**config.mk**
```make
export PLATFORM = sky130hd
export DESIGN_NAME = irq_fiq_intc
export DESIGN_NICKNAME = d
export VERILOG_FILES = /design/src/rtl/intc_pkg.sv /design/src/rtl/intc_mask_bank.sv /design/src/rtl/intc_src_level.sv /design/src/rtl/intc_read_port.sv /design/src/rtl/irq_fiq_intc.sv
export SDC_FILE = /design/constraint.sdc
export NUM_CORES = 1
export LEC_CHECK = 0
export BUFFER_PORTS_ARGS = -buffer_cell sky130_fd_sc_hd__buf_4
export CAP_MARGIN = 20
export CORE_MARGIN = 2
export CORE_UTILIZATION = 50
export CTS_CLUSTER_SIZE = 8
export DETAILED_ROUTE_END_ITERATION = 7
export PLACE_DENSITY_LB_ADDON = 0.08
export SYNTH_ARGS = -nofsm -noshare
export SYNTH_HDL_FRONTEND = slang
export SYNTH_SLANG_ARGS = --single-unit
```
**constraint.sdc**
```tcl
create_clock -name clk -period 3.53 [get_ports clk]
set_input_delay 0.706 -clock clk [delete_from_list [all_inputs] [get_ports clk]]
set_output_delay 0.706 -clock clk [all_outputs]
set_load 0.05 [all_outputs]
```
**src/rtl/intc_pkg.sv**
```systemverilog
`timescale 1ns/1ps
package intc_pkg;
  localparam int IDX_W = 4;

  // low three index bits select the register within a path; bit 3 selects the path
  localparam logic [2:0] OFS_MASKED  = 3'd0;
  localparam logic [2:0] OFS_RAW     = 3'd1;
  localparam logic [2:0] OFS_EN_SET  = 3'd2;
  localparam logic [2:0] OFS_EN_CLR  = 3'd3;
  localparam logic [2:0] OFS_SW_SET  = 3'd4;
  localparam logic [2:0] OFS_SW_CLR  = 3'd5;

  typedef enum logic {PATH_NORM = 1'b0, PATH_FAST = 1'b1} path_e;
  localparam int NUM_PATHS = 2;
endpackage

```
**src/rtl/intc_mask_bank.sv**
```systemverilog
`timescale 1ns/1ps
module intc_mask_bank #(
  parameter int W = 32
) (
  input  logic         clk,
  input  logic         rst,
  input  logic         set_stb,
  input  logic         clr_stb,
  input  logic [W-1:0] wdata,
  output logic [W-1:0] mask
);
  always_ff @(posedge clk) begin
    if (rst)          mask <= '0;
    else if (set_stb) mask <= mask | wdata;
    else if (clr_stb) mask <= mask & ~wdata;
  end


  mask_set_chk: assert property (@(posedge clk) disable iff (rst)
    set_stb |=> ((mask & $past(wdata)) == $past(wdata)));

  mask_clr_chk: assert property (@(posedge clk) disable iff (rst)
    (clr_stb && !set_stb) |=> ((mask & $past(wdata)) == '0));

  mask_hold_chk: assert property (@(posedge clk) disable iff (rst)
    (!set_stb && !clr_stb) |=> $stable(mask));
endmodule

```
**src/rtl/intc_src_level.sv**
```systemverilog
`timescale 1ns/1ps
module intc_src_level #(
  parameter int W = 32
) (
  input  logic         clk,
  input  logic         rst,
  input  logic [W-1:0] src_in,
  input  logic         sw_set,
  input  logic         sw_clr,
  output logic [W-1:0] level
);
  logic sw_latch;

  always_ff @(posedge clk) begin
    if (rst)         sw_latch <= 1'b0;
    else if (sw_set) sw_latch <= 1'b1;
    else if (sw_clr) sw_latch <= 1'b0;
  end

  assign level = src_in | {{(W-1){1'b0}}, sw_latch};


  sw_set_chk: assert property (@(posedge clk) disable iff (rst)
    sw_set |=> level[0]);

  sw_clr_chk: assert property (@(posedge clk) disable iff (rst)
    (sw_clr && !sw_set) |=> (level[0] == src_in[0]));
endmodule

```
**src/rtl/intc_read_port.sv**
```systemverilog
`timescale 1ns/1ps
module intc_read_port
  import intc_pkg::*;
#(
  parameter int W = 32
) (
  input  logic             clk,
  input  logic             rst,
  input  logic [IDX_W-1:0] idx,
  input  logic [W-1:0]     level,
  input  logic [W-1:0]     en_norm,
  input  logic [W-1:0]     en_fast,
  output logic [W-1:0]     rdata
);
  logic [W-1:0] sel_en;
  logic [W-1:0] word;

  assign sel_en = (idx[3] == PATH_FAST) ? en_fast : en_norm;

  always_comb begin
    word = '0;
    unique case (idx[2:0])
      OFS_MASKED: word = level & sel_en;
      OFS_RAW:    word = level;
      OFS_EN_SET: word = sel_en;
      OFS_SW_SET: if (idx[3] == PATH_NORM) word = {{(W-1){1'b0}}, level[0]};
      default:    word = '0;
    endcase
  end

  always_ff @(posedge clk) begin
    if (rst) rdata <= '0;
    else     rdata <= word;
  end


  raw_view_chk: assert property (@(posedge clk) disable iff (rst)
    (idx == 4'd1 || idx == 4'd9) |=> (rdata == $past(level)));

  clr_read_zero_chk: assert property (@(posedge clk) disable iff (rst)
    (idx == 4'd3 || idx == 4'd5 || idx == 4'd11) |=> (rdata == '0));
endmodule

```
**src/rtl/irq_fiq_intc.sv**
```systemverilog
`timescale 1ns/1ps
module irq_fiq_intc
  import intc_pkg::*;
#(
  parameter int NUM_SRC = 32
) (
  input  logic               clk,
  input  logic               rst,
  input  logic [NUM_SRC-1:0] src_in,
  input  logic [IDX_W-1:0]   bus_idx,
  input  logic               bus_we,
  input  logic [NUM_SRC-1:0] bus_wdata,
  output logic [NUM_SRC-1:0] bus_rdata,
  output logic               irq_out,
  output logic               fiq_out
);
  logic [NUM_SRC-1:0]   level;
  logic [NUM_SRC-1:0]   en_mask [NUM_PATHS];
  logic [NUM_PATHS-1:0] line_q;
  logic                 sw_set, sw_clr;

  assign sw_set = bus_we && (bus_idx == {PATH_NORM, OFS_SW_SET}) && bus_wdata[0];
  assign sw_clr = bus_we && (bus_idx == {PATH_NORM, OFS_SW_CLR}) && bus_wdata[0];

  intc_src_level #(.W(NUM_SRC)) u_src (
    .clk(clk), .rst(rst), .src_in(src_in),
    .sw_set(sw_set), .sw_clr(sw_clr), .level(level)
  );

  for (genvar g = 0; g < NUM_PATHS; g++) begin : g_path
    logic hit;
    assign hit = bus_we && (bus_idx[3] == 1'(g));

    intc_mask_bank #(.W(NUM_SRC)) u_mask (
      .clk(clk), .rst(rst),
      .set_stb(hit && bus_idx[2:0] == OFS_EN_SET),
      .clr_stb(hit && bus_idx[2:0] == OFS_EN_CLR),
      .wdata(bus_wdata), .mask(en_mask[g])
    );

    always_ff @(posedge clk) begin
      if (rst) line_q[g] <= 1'b0;
      else     line_q[g] <= |(level & en_mask[g]);
    end
  end

  assign irq_out = line_q[PATH_NORM];
  assign fiq_out = line_q[PATH_FAST];

  intc_read_port #(.W(NUM_SRC)) u_rd (
    .clk(clk), .rst(rst), .idx(bus_idx), .level(level),
    .en_norm(en_mask[PATH_NORM]), .en_fast(en_mask[PATH_FAST]),
    .rdata(bus_rdata)
  );


  out_after_reset_chk: assert property (@(posedge clk) disable iff (rst)
    $past(rst) |-> (!irq_out && !fiq_out && bus_rdata == '0));

  irq_masked_low_chk: assert property (@(posedge clk) disable iff (rst)
    ((level & en_mask[PATH_NORM]) == '0) |=> !irq_out);
endmodule

```
==> reports/metrics.csv <==
metric,value,unit
synth_top_family_by_area,compound AO/OA/AOI/OAI gates,
final_net_count,573,
cts.sinks,99,
syn2layout_area_growth,23.10,%
die-area,0.009132,mm²
finClkSkew,0.008031,ns
setup_viol,0,
start_kind,input port,
worst_pin_slew,0.7478,ns
fillers,707,
fin_area,0.005160,mm²
drcViolationCount,0,
cp-end-kind,flip-flop,
synth.most_common_cell,dfxtp_1,
numCtsBuffers,9,
power_leakage,0.001909,µW
criticalPathCategory,input port to flip-flop,
worstSetupStartpoint,bus_idx[1],
synth_compound_area_frac,0.3257,
cts_buffer_depth,2,
avgRoutedWirePerCell,19.46,µm
antenna_left,0,
fin_util,0.6312,
hpwlAfterDp,7728,µm
grt_pass1_wl,18370,µm
yosysTopAreaCell,dfxtp_1,
grt_max_degree,70,
cts_resized,0,
status,"complete, no violations",
highest_layer,met4,
relSlewSlack,0.5015,
first_pass_iters,5,
tritoncts,yes,
drt_wl_total,11910,µm
first_global_vias,3422,
vias,3862,
clk_pin_slew_worst_paths,0.09,ns
multi_input_area,0.001987,mm²
rsz0062_at_grt,false,
netlist_top_cells_count,"dfxtp_1 (99), a21oi_1 (69), a311oi_1 (65), nor2_1 (32)",
synth_edf_count,0,
synthMuxAreaShare,0.08567,
h-tree-depth,3,
ff_latch_area,0.001982,mm²
fmax,0.4493,GHz
clkLatencyLatePin,0.36,ns
yosysWarnings,0,
io_pins,105,
ir_worst_vdd,299.7,µV
worstPathRequired,3.80,ns
setup_slack,1.304,ns
core_area,0.008175,mm²
wl_met2,5326,µm
synthArstFlopShare,0,
gp_congestion,0.8508,
diodes,0,
netlist_area,0.004192,mm²
powerDensity,459.1,mW/mm²
cp.arrival,2.49,ns
die_height,95.56,µm
cts-root-buf,clkbuf_8,
avgSynthCellArea,9.839,µm²
synthTopCellsByArea,"dfxtp_1 (47%), a311oi_1 (14%), mux2_2 (8.3%), a21oi_1 (8.2%), a22oi_1 (5.2%)",
hold_buffers,0,
met3RoutedLength,913,µm
synthXorXnorAreaFrac,0,
period_minus_slack,2.226,ns
grt_use_total,0.2600,
path_max_fanout,64,
synthAdderAreaFrac,0,
drv_slew,0,
drt-vias-per-instance,6.310,
synthesis.nets,497,
min_path_type,flip-flop to flip-flop,
overflow,0,
cts_setup_buffers,0,
fin_crit_sh,0.6305,
ys_ff_latch,99,
num_rows,33,
start_util,0.5127,
synth_cell_types,28,
antenna_found_initial,0,
place_ws,0.9455,ns
fin_tns_setup,0,ns
drive_gt1_frac,0.3097,
synth_top_area_frac,0.4728,
met1_length,5454,µm
whs,0.5336,ns
synth_ff_type,dfxtp_1,
postSynthCellCount,426,
fp.dieW,95.56,µm
port_buffers,104,
finalHoldViolCount,0,
placed_cell_area,0.004918,mm²
drt-initial-drc-count,280,
cap_violations,0,
synth-simple-area-share,0.06060,
yosysSeqAreaShare,0.4728,
-- through the flow --
stage,instances,power (µW)
after floorplan,426,1375
after global placement,596,1518
after detailed placement,596,1522
after CTS,612,2385
after global routing,612,2445
final,612,2369
-- worst max-delay path, cell delays in order --
cell	delay [ns]
buf_4	0.37
inv_2	0.15
nor4b_4	0.22
buf_4	0.58
a21oi_1	0.15
a311oi_1	0.28
-- power breakdown --
group | switching [µW] | internal, µW | leakage, µW
clock | 381 | 488 | 0.000123
sequential | 16.8 | 1150 | 0.000803
combinational | 207 | 128 | 0.000983
total | 605 | 1760 | 0.00191
-- cells in the final DEF, fill, tap and decap left out --
cell type,synthesis,layout
nor2_1,32,32
nor4_1,2,2
a22oi_1,29,29
o21ai_0,2,2
o22ai_1,31,31
bufinv_16,0,3
nand2b_1,1,1
inv_2,1,1
clkbuf_8,0,10
a311oi_1,65,65
o32ai_1,1,1
nor4b_4,0,1
nand3_1,2,2
nand4_1,6,6
nor3_4,1,1
clkinv_2,0,2
nor3_1,2,2
dfxtp_1,99,99
nor4bb_1,1,1
a222oi_1,2,2
inv_1,1,1
a21oi_1,69,69
clkbuf_1,24,1
buf_4,2,108
mux2i_1,1,1
nand2_1,2,2
mux2_2,31,31
or3b_1,1,1
-- path summary, 6_finish.rpt --
kind / depth (start not counted) / endpoint / slack, ns
worst max-delay path: 6 / flip-flop / 1.30
worst min-delay path: 2 / flip-flop / 0.53
worst max register to register: 4 / fiq_out / 2.03
worst min register to register: 2 / flip-flop / 0.53
-- routing by layer --
layer  track usage  vias up
met5             0        -
met4       0.07857        0
met3       0.04269       21
met2        0.3800      171
met1        0.3910     1806
li1              -     1864
-- cells by family after synthesis --
group | count (synthesis)
AO/OA/AOI/OAI | 199
buffers and inverters | 45
flip-flops | 99
multiplexers | 32
AND/OR/NAND/NOR | 51
-- final cells by class --
| class | count | share of cell area |
|---|---|---|
| clock buffers | 11 | 0.02740 |
| clock inverters | 5 | 0.01940 |
| inverters | 2 | 0.001455 |
| multi-input cells | 282 | 0.3851 |
| flip-flops and latches | 99 | 0.3841 |
| well taps | 105 | 0.02546 |
| repair buffers | 108 | 0.1571 |
No activity file was read; power rests on OpenSTA's default activity.
